**src/rtl/chain_port_pkg.sv**
```systemverilog
package chain_port_pkg;
  typedef enum logic [1:0] {
    ST_IDLE = 2'd0,
    ST_CONV = 2'd1,
    ST_READ = 2'd2
  } port_state_e;
endpackage

```
**src/rtl/cp_sync.sv**
```systemverilog
module cp_sync #(
  parameter int WIDTH  = 3,
  parameter int STAGES = 2
) (
  input  logic             clk_i,
  input  logic             rst_ni,
  input  logic [WIDTH-1:0] d_i,
  output logic [WIDTH-1:0] q_o
);
  logic [WIDTH-1:0] stage_q [STAGES];

  for (genvar s = 0; s < STAGES; s++) begin : g_stage
    if (s == 0) begin : g_first
      always_ff @(posedge clk_i or negedge rst_ni) begin
        if (!rst_ni) stage_q[s] <= '0;
        else         stage_q[s] <= d_i;
      end
    end else begin : g_next
      always_ff @(posedge clk_i or negedge rst_ni) begin
        if (!rst_ni) stage_q[s] <= '0;
        else         stage_q[s] <= stage_q[s-1];
      end
    end
  end

  assign q_o = stage_q[STAGES-1];
endmodule

```
**src/rtl/cp_conv_timer.sv**
```systemverilog
module cp_conv_timer #(
  parameter int CONV_CYCLES = 20
) (
  input  logic clk_i,
  input  logic rst_ni,
  input  logic start_i,
  input  logic abort_i,
  output logic busy_o,
  output logic done_o
);
  localparam int CNT_W = $clog2(CONV_CYCLES + 1);
  localparam logic [CNT_W-1:0] LOAD_VAL = CNT_W'(CONV_CYCLES - 1);

  logic [CNT_W-1:0] cnt_q;
  logic             busy_q;

  always_ff @(posedge clk_i or negedge rst_ni) begin
    if (!rst_ni) begin
      cnt_q  <= '0;
      busy_q <= 1'b0;
    end else if (start_i && !busy_q) begin
      cnt_q  <= LOAD_VAL;
      busy_q <= 1'b1;
    end else if (busy_q) begin
      if (abort_i || cnt_q == '0) begin
        busy_q <= 1'b0;
        cnt_q  <= '0;
      end else begin
        cnt_q <= cnt_q - 1'b1;
      end
    end
  end

  assign busy_o = busy_q;
  assign done_o = busy_q && (cnt_q == '0) && !abort_i;
endmodule

```
**src/rtl/cp_shift_reg.sv**
```systemverilog
module cp_shift_reg #(
  parameter int WIDTH = 16
) (
  input  logic             clk_i,
  input  logic             rst_ni,
  input  logic             load_i,
  input  logic [WIDTH-1:0] load_data_i,
  input  logic             shift_i,
  input  logic             ser_i,
  output logic [WIDTH-1:0] q_o
);
  logic [WIDTH-1:0] sreg_q;

  always_ff @(posedge clk_i or negedge rst_ni) begin
    if (!rst_ni)      sreg_q <= '0;
    else if (load_i)  sreg_q <= load_data_i;
    else if (shift_i) sreg_q <= {sreg_q[WIDTH-2:0], ser_i};
  end

  assign q_o = sreg_q;
endmodule

```
**src/rtl/chain_port.sv**
```systemverilog
module chain_port
  import chain_port_pkg::*;
#(
  parameter int DATA_W      = 16,
  parameter int CONV_CYCLES = 20,
  parameter int SYNC_STAGES = 2
) (
  input  logic              clk_i,
  input  logic              rst_ni,
  input  logic              cnv_i,
  input  logic              sclk_i,
  input  logic              sdi_i,
  input  logic [DATA_W-1:0] result_i,
  output logic              sdo_o,
  output logic              chain_mode_o,
  output logic              busy_req_o
);
  localparam int N_SYNC = 3;

  logic [N_SYNC-1:0] raw_in, sync_out;
  logic cnv_s, sclk_s, sdi_s;
  logic cnv_q, sclk_q;
  logic cnv_rise, cnv_fall, sclk_fall;
  logic conv_start, conv_busy, conv_done;
  logic shift_en;
  logic [DATA_W-1:0] shift_q;
  port_state_e state_q, state_d;
  logic mode_q, busy_req_q;

  assign raw_in = {sdi_i, sclk_i, cnv_i};

  cp_sync #(.WIDTH(N_SYNC), .STAGES(SYNC_STAGES)) u_sync (
    .clk_i (clk_i),
    .rst_ni(rst_ni),
    .d_i   (raw_in),
    .q_o   (sync_out)
  );

  assign cnv_s  = sync_out[0];
  assign sclk_s = sync_out[1];
  assign sdi_s  = sync_out[2];

  always_ff @(posedge clk_i or negedge rst_ni) begin
    if (!rst_ni) begin
      cnv_q  <= 1'b0;
      sclk_q <= 1'b0;
    end else begin
      cnv_q  <= cnv_s;
      sclk_q <= sclk_s;
    end
  end

  assign cnv_rise  = cnv_s && !cnv_q;
  assign cnv_fall  = !cnv_s && cnv_q;
  assign sclk_fall = !sclk_s && sclk_q;

  assign conv_start = (state_q == ST_IDLE) && cnv_rise;

  cp_conv_timer #(.CONV_CYCLES(CONV_CYCLES)) u_timer (
    .clk_i  (clk_i),
    .rst_ni (rst_ni),
    .start_i(conv_start),
    .abort_i(cnv_fall),
    .busy_o (conv_busy),
    .done_o (conv_done)
  );

  always_comb begin
    state_d = state_q;
    unique case (state_q)
      ST_IDLE: if (cnv_rise) state_d = ST_CONV;
      ST_CONV: begin
        if (cnv_fall)       state_d = ST_IDLE;
        else if (conv_done) state_d = ST_READ;
      end
      ST_READ: if (cnv_fall) state_d = ST_IDLE;
      default: state_d = ST_IDLE;
    endcase
  end

  always_ff @(posedge clk_i or negedge rst_ni) begin
    if (!rst_ni) begin
      state_q    <= ST_IDLE;
      mode_q     <= 1'b0;
      busy_req_q <= 1'b0;
    end else begin
      state_q <= state_d;
      if (conv_start) begin
        mode_q     <= !sdi_s;
        busy_req_q <= sclk_s;
      end
    end
  end

  assign shift_en = (state_q == ST_READ) && sclk_fall && !cnv_fall;

  cp_shift_reg #(.WIDTH(DATA_W)) u_sreg (
    .clk_i      (clk_i),
    .rst_ni     (rst_ni),
    .load_i     (conv_done && (state_q == ST_CONV)),
    .load_data_i(result_i),
    .shift_i    (shift_en),
    .ser_i      (sdi_s),
    .q_o        (shift_q)
  );

  // output is forced low outside readout
  assign sdo_o        = (state_q == ST_READ) && shift_q[DATA_W-1];
  assign chain_mode_o = mode_q;
  assign busy_req_o   = busy_req_q;

  logic unused_busy;
  assign unused_busy = conv_busy;
endmodule

```
**config.mk**
```make
export PLATFORM = sky130hd
export DESIGN_NAME = chain_port
export DESIGN_NICKNAME = d
export VERILOG_FILES = /design/src/rtl/chain_port_pkg.sv /design/src/rtl/cp_sync.sv /design/src/rtl/cp_conv_timer.sv /design/src/rtl/cp_shift_reg.sv /design/src/rtl/chain_port.sv
export SDC_FILE = /design/constraint.sdc
export NUM_CORES = 1
export LEC_CHECK = 0
export CAP_MARGIN = 20
export CORE_ASPECT_RATIO = 1.75
export CORE_MARGIN = 10
export CORE_UTILIZATION = 51
export DETAILED_ROUTE_END_ITERATION = 7
export PLACE_DENSITY = 0.81
export SLEW_MARGIN = 20
export SYNTH_ARGS = -nofsm -noshare
export SYNTH_HDL_FRONTEND = slang
export SYNTH_SLANG_ARGS = --single-unit
export TNS_END_PERCENT = 5
```
**constraint.sdc**
```tcl
create_clock -name clk_i -period 3.66 [get_ports clk_i]
set_input_delay 1.098 -clock clk_i [delete_from_list [all_inputs] [get_ports clk_i]]
set_output_delay 1.098 -clock clk_i [all_outputs]
set_load 0.02 [all_outputs]
```
### Yosys cells after proc, flatten, opt, wreduce, memory -nomap -nowiden

Cells that the tools add are included.

| storage, ports and cells | value |
|---|---|
| flip-flop bits (word level) | 34 |
| bits of input ports | 21 |
| word-level logic and storage cells | 52 |

| operators by class | value |
|---|---|
| add/subtract/negate cells | 1 |
| equality and inequality tests | 5 |
| multiplexer cells | 13 |
| reductions and logical operators | 23 |

Operator list:

| operator | number |
|---|---|
| $mux 16 | 2 |
| $mux 5 | 3 |
| $logic_and 1x1->1 | 11 |
| $mux 2 | 4 |
| $logic_not 1->1 | 6 |
| $pmux 2 s3 | 1 |
| $logic_not 5->1 | 1 |
| $sub 5x1->5 const B | 1 |
| $reduce_bool 2->1 | 2 |
| $mux 1 | 3 |
| $ne 3x2->1 const B | 1 |
| $reduce_and 3->1 | 1 |
| $eq 2x1->1 const B | 1 |
| $eq 2x2->1 const B | 1 |
| $logic_not 2->1 | 1 |
| $ne 2x1->1 const B | 1 |
| $ne 2x2->1 const B | 1 |
| $logic_or 1x1->1 | 1 |

### Longest topological paths before layout

Gate-level depths: netlist of run 1.

| depth | value |
|---|---|
| depth after elaboration | 7 |
| mapped depth | 7 |
| gate-level depth less buffers | 6 |

### Hierarchy

Synthesis of run 1 repeated with hierarchy kept, for this count alone.

| unflattened totals | value |
|---|---|
| cell total of the unflattened synthesis | 131 |
| area, all modules | 1482.7 um^2 |

Modules (own cells, without submodules):

| module | times used | cells an instance | area each (um^2) |
|---|---|---|---|
| cp_shift_reg | 1 | 69 | 744.5 |
| cp_conv_timer | 1 | 31 | 306.5 |
| chain_port | 1 | 22 | 259.0 |
| cp_sync | 1 | 9 | 172.7 |

### Least setup slack after synthesis of run 1

OpenSTA, ideal clock, no wires.

| timing path | value |
|---|---|
| path kind | register -> output |
| from | register state_q[0] |
| to | output sdo_o |
| data arrival time | 0.821 ns |
| data required time | 2.562 ns |
| slack | 1.741 ns |
| stages on the path, launching flop included | 3 |
| cells stage by stage | dfrtp_1 -> and2b_1 -> and2_1 |

| between the ends | value |
|---|---|
| longest elaborated chain between the ends | 2 |

Ends and longest elaborated chain:

| what | line | source |
|---|---|---|
| start, declared | chain_port.sv:27 | `port_state_e state_q, state_d;` |
| start signal, assigned | chain_port.sv:87 | `state_q <= state_d;` |
| $eq 2x2->1 | chain_port.sv:108 | `assign sdo_o = (state_q == ST_READ) && shift_q[DATA_W-1];` |
| $logic_and 1x1->1 | chain_port.sv:108 |  |
| end, declared | chain_port.sv:14 | `output logic sdo_o,` |

No other way between the ends.

### Final worst setup path of run 1

Same ends and word-level chain as after synthesis.

==> flow_summary.ini, run 1 <==
[placed_design]
dp_hpwl_um = 2167
gp_congestion = 0.7358
io_buffers = 23
placed_cells = 191

[worst_setup_path]
crit_required_ps = 2560
crit_path_end_kind = primary output
crit_start = state_q[0]
arrival_ps = 1670
rrSetupSlack_ps = 1390
reg2regPathDepth = 6
crit_path_start_kind = flop
reg2reg_to = u_sreg.q_o[15]
crit_path_end = sdo_o
r2r-start = u_timer.cnt_q[0]
critPathMaxFanout = 4
criticalPathCategory = flop to primary output

[global_routing]
grt_pass1_wl_um = 5223
antenna_found_initial = 0
grt_max_degree = 35
grt_usage_pct = 11.05
grt_pass1_vias = 1155
grt_overflow = 0

[final_layout]
nets = 179
instances_no_fill = 200
area_delta_synth_final_pct = 24.20
insertedDiodeCount = 0
final_cell_mix = dfrtp_1, clkdlybuf4s50_1, mux2i_1, a21oi_2, nor2_2
final_util_pct = 67.24
layout-drive-gt1-share_pct = 29.11
final_common_cell = dfrtp_1

[clock_tree]
cts_buffers = 5
clk_latency_ps = 290
cts_sinks = 34
cts_root_buffer = clkbuf_8
cts_max_path_buffers = 2
htreeDepth = 2
holdBufCountCts = 0
cts_resized = 0
post_cts_buffers = 0
clk_pin_slew_ps = 70
tritoncts = built

[sta]
fin_setup_tns_ps = 0
max_slew_margin_pct = 53.76
finalHoldViolCount = 0
max_freq_mhz = 361.6
maxSlewViolCount = 0
rsz0062_at_grt = false
finalSetupViolCount = 0
worstMarginPinSlew_ps = 692.2
clock_skew_ps = 5.628
fin_crit_sh_pct = 75.57
period_minus_slack_ps = 2766
hold-worst-slack_ps = 363.4

[logic_synthesis]
ys_seq_area_share_pct = 53.08
synth_largest_area_cell = dfrtp_1
synth_nets = 153
ys_warn_count = 0
async_flop_share_pct = 100.0
synth_seq_cells = 34
synth.top_cell.area_share_pct = 53.08
synth-main-ff-cell = dfrtp_1
avgSynthCellArea_um2 = 12.24
synth_edf_count = 0
synth.distinct_cells = 31
synth.area.top_cells = dfrtp_1, mux2i_1, a21oi_2
synth_area_um2 = 1603
netlist_instances = 131

[routing]
drt_iter0_markers = 19
finalWirelength_um = 2922
vias = 1046
via_per_inst = 5.230
wl_per_cell_um = 14.61
route.detailed.drc = 0
ant_nets = 0
first_pass_iters = 3

[floorplan]
die_y_um = 94.16
io_pins = 24
die_w_um = 62.38
die_area_um2 = 5873
start_util_pct = 54.14
core_um2 = 2960
row_count = 26

[power]
ir_worst_vdd_uv = 450.7
total_power_mw = 1.390
power_density_nw_per_um2 = 698.5
p_leak_nw = 0.9037

[status]
status = completed

[min_path]
hp-class = flop to flop

[run]
cap_violations = 0
through the flow:
stage               worst slack, ps  area [µm²]
floorplan                      1741        1603
global placement               1241        1837
detailed placement             1188        1837
CTS                           878.3        1979
global route                  805.3        1991
finish                        894.2        1991
where the power goes:
part | total, mW | internal, mW | switching (mW)
combinational | 0.356 | 0.196 | 0.160
clock | 0.423 | 0.290 | 0.133
sequential | 0.612 | 0.509 | 0.103
total | 1.39 | 0.995 | 0.396
worst min-delay path by stage:
stage,to,startpoint,cells after the start
2_1_floorplan,u_sync.q_o[0],u_sync.stage_q[3],0
3_3_place_gp,u_sync.q_o[1],u_sync.stage_q[4],0
3_5_place_dp,u_sync.q_o[1],u_sync.stage_q[4],0
4_1_cts,u_sync.q_o[1],u_sync.stage_q[4],0
5_1_grt,u_sync.q_o[2],u_sync.stage_q[5],0
6_report,u_sync.q_o[2],u_sync.stage_q[5],0
worst max-delay path: stages (launching register included):
cell and delay [ps]:
dfrtp_1 410, and2b_1 240, and2_1 130, clkdlybuf4s50_1 600
state kept, by name, indices dropped and copies added, names as in the netlist:
name	count
busy_req_o	1
chain_mode_o	1
cnv_q	1
sclk_q	1
state_q	2
u_sreg.q_o	16
u_sync.q_o	3
u_sync.stage_q	3
u_timer.busy_o	1
u_timer.cnt_q	5
synthesized netlist by cell type (all sizes together) (2+ instances only):
cell and instances:
dfrtp 34, nor2 21, a21oi 17, mux2i 16
nand2 8, buf 5, o21ai 3, o22ai 3
inv 2, nand2b 2, nand4b 2, nor2b 2
nor3 2, nor4b 2, o2bb2ai 2
layout make-up:
type	count	area, µm²
multi-input cells	89	688.2
repair buffers	25	249.0
flip-flops and latches	34	850.8
well taps	42	52.55
fillers	215	969.7
inverters	2	7.507
clock buffers	6	82.58
clock inverters	2	60.06
cell families (layout without fill, tap and decap cells):
logic type               Yosys count  in the layout  synth area share (%)
AO/OA/AOI/OAI                     27             27                 13.19
adder cells (fa/ha/maj)            1              1                0.7805
AND/OR/NAND/NOR                   45             45                 18.97
buffers and inverters              8             35                 3.981
multiplexers                      16             16                 9.992
flip-flops                        34             34                 53.08
metal layers:
layer	share of wire [%]	vias up	global-route usage (%)
met5	0	-	0
met4	1.6	0	5.056
met3	4.6	7	4.062
met2	55	20	19.50
met1	39	511	11.36
li1	-	508	-
Power figures use the tool's default switching activity.
==> run 2, diff against run 1 <==
--- a/config.mk
+++ b/config.mk
@@ -8,9 +8,9 @@
 export CAP_MARGIN = 20
 export CORE_ASPECT_RATIO = 1.75
 export CORE_MARGIN = 10
-export CORE_UTILIZATION = 51
+export CORE_UTILIZATION = 48
 export DETAILED_ROUTE_END_ITERATION = 7
-export PLACE_DENSITY = 0.81
+export PLACE_DENSITY = 0.8
 export SLEW_MARGIN = 20
 export SYNTH_ARGS = -nofsm -noshare
 export SYNTH_HDL_FRONTEND = slang
==> constraint.sdc (replaced) <==
create_clock -name clk_i -period 2.3 [get_ports clk_i]
set_input_delay 0.69 -clock clk_i [delete_from_list [all_inputs] [get_ports clk_i]]
set_output_delay 0.69 -clock clk_i [all_outputs]
set_load 0.02 [all_outputs]
==> flow_summary.ini, run 2 (synthesis results as in run 1) <==
[min_path]
holdPathEnd = u_sync.q_o[2]
worstHoldStart = u_sync.stage_q[5]
hp-class = flop to flop
whs_path_depth = 0

[placed_design]
place_area_um2 = 1868
io_buffers = 23
pre_cts_ws_ps = 268.6
gp_congestion = 0.7533
dp_hpwl_um = 2134
placed_cells = 196

[floorplan]
core_um2 = 3176
die_y_um = 96.44
start_util_pct = 50.47
die_w_um = 63.68
io_pins = 24
die_area_um2 = 6141
row_count = 27

[sta]
finalSetupViolCount = 0
max_freq_mhz = 487.7
period_minus_slack_ps = 2050
clock_skew_ps = 9.102
worstMarginPinSlew_ps = 640.8
hold-worst-slack_ps = 352.0
rsz0062_at_grt = false
maxSlewViolCount = 0
fin_setup_tns_ps = 0
fin_crit_sh_pct = 89.14
max_slew_margin_pct = 57.17
finalHoldViolCount = 0
layout_setup_ws_ps = 249.7

[worst_setup_path]
slowest_stage = dfrtp_1
crit_required_ps = 1610
critPathMaxFanout = 4
cp_slowest_stage_delay_ps = 400
worst-path-buf-inv = 1
critPathTopFamily = flip-flops
crit_path_end_kind = primary output
reg2reg_to = u_sreg.q_o[15]
criticalPathCategory = flop to primary output
arrival_ps = 1360
reg2regPathDepth = 7
crit_path_start_kind = flop
rrSetupSlack_ps = 530
r2r-start = u_timer.cnt_q[0]
path_cells = and2b_1, and2_1, dlygate4sd2_1

[power]
total_power_mw = 1.982
p_switching_uw = 615.9
switching_share_pct = 31.07
ir_worst_vdd_uv = 702.9
p_leak_nw = 0.8973
pwr-share-seq_pct = 48.9
power_frac_comb_pct = 28.7
p_int_mw = 1.367
clkPwrFrac_pct = 22.4
power_density_nw_per_um2 = 1012

[status]
status = completed

[global_routing]
grt_pass1_wl_um = 5002
grt_usage_pct = 10.49
grt_overflow = 0
grt_pass1_vias = 1100
grt_max_degree = 35
antenna_found_initial = 0

[final_layout]
final_util_pct = 61.66
final_common_cell = dfrtp_1
final_area_um2 = 1958
regArea_um2 = 850.8
nets = 182
final_cell_mix = dfrtp_1, clkdlybuf4s50_1, mux2i_1, a21oi_2, nor2_2
layout-drive-gt1-share_pct = 29.81
fillers = 272
multi_input_area_um2 = 688.2
instances_no_fill = 204
insertedDiodeCount = 0
largest_reg_flops = 16
area_delta_synth_final_pct = 22.17

[clock_tree]
holdBufCountCts = 0
cts_sinks = 34
cts_root_buffer = clkbuf_8
cts_buffers = 5
cts_max_path_buffers = 2
htreeDepth = 2
clk_pin_slew_ps = 60
post_cts_buffers = 0
tritoncts = built
clk_latency_ps = 290
cts_resized = 1

[routing]
via_per_inst = 5.132
wl_per_cell_um = 14.12
first_pass_iters = 4
route.detailed.drc = 0
drt_iter0_markers = 13
finalWirelength_um = 2880
vias = 1047
ant_nets = 0

[run]
cap_violations = 0
[run 2: how the worst max path moves through the flow]
stage	end	from	depth (start not counted)	slack [ps]
3_5_place_dp	sdo_o	state_q[0]	3	270
4_1_cts	sdo_o	state_q[0]	3	240
3_3_place_gp	sdo_o	state_q[0]	3	280
5_1_grt	sdo_o	state_q[0]	3	190
2_1_floorplan	u_sreg.q_o[6]	u_timer.cnt_q[0]	7	720
6_report	sdo_o	state_q[0]	3	250
[run 2: area by class of cell]
cell class                 count  area share [%]
clock inverter                 1          0.2556
clock buffer                   7           4.409
timing repair buffer          28           13.61
sequential                    34           43.45
tap                           43           2.748
multi-input combinational     89           35.14
inverter                       2          0.3834
[run 2: power groups by stage]
| stage | sequential, mW | clock (mW) | combinational [mW] |
|---|---|---|---|
| after floorplan | 0.943 | 0 | 0.434 |
| after global placement | 0.967 | 0 | 0.549 |
| after detailed placement | 0.982 | 0 | 0.575 |
| after CTS | 0.970 | 0.454 | 0.579 |
| after global routing | 1.00 | 0.489 | 0.635 |
| final | 0.969 | 0.445 | 0.569 |
[run 2: worst register-to-register path, stage by stage (launching register included)]
cell and delay, ps:
dfrtp_1 410, inv_1 70, ha_1 210, nor4b_4 300
nand4_4 120, buf_4 310, nor2_1 180, a21oi_2 40
[run 2: routing by layer]
metal,part of all wire (%),GRT usage (%),up-vias
li1,-,-,519
met1,41,11.09,502
met2,53,17.93,20
met3,4.0,3.571,6
met4,1.9,6.044,0
met5,0,0,-
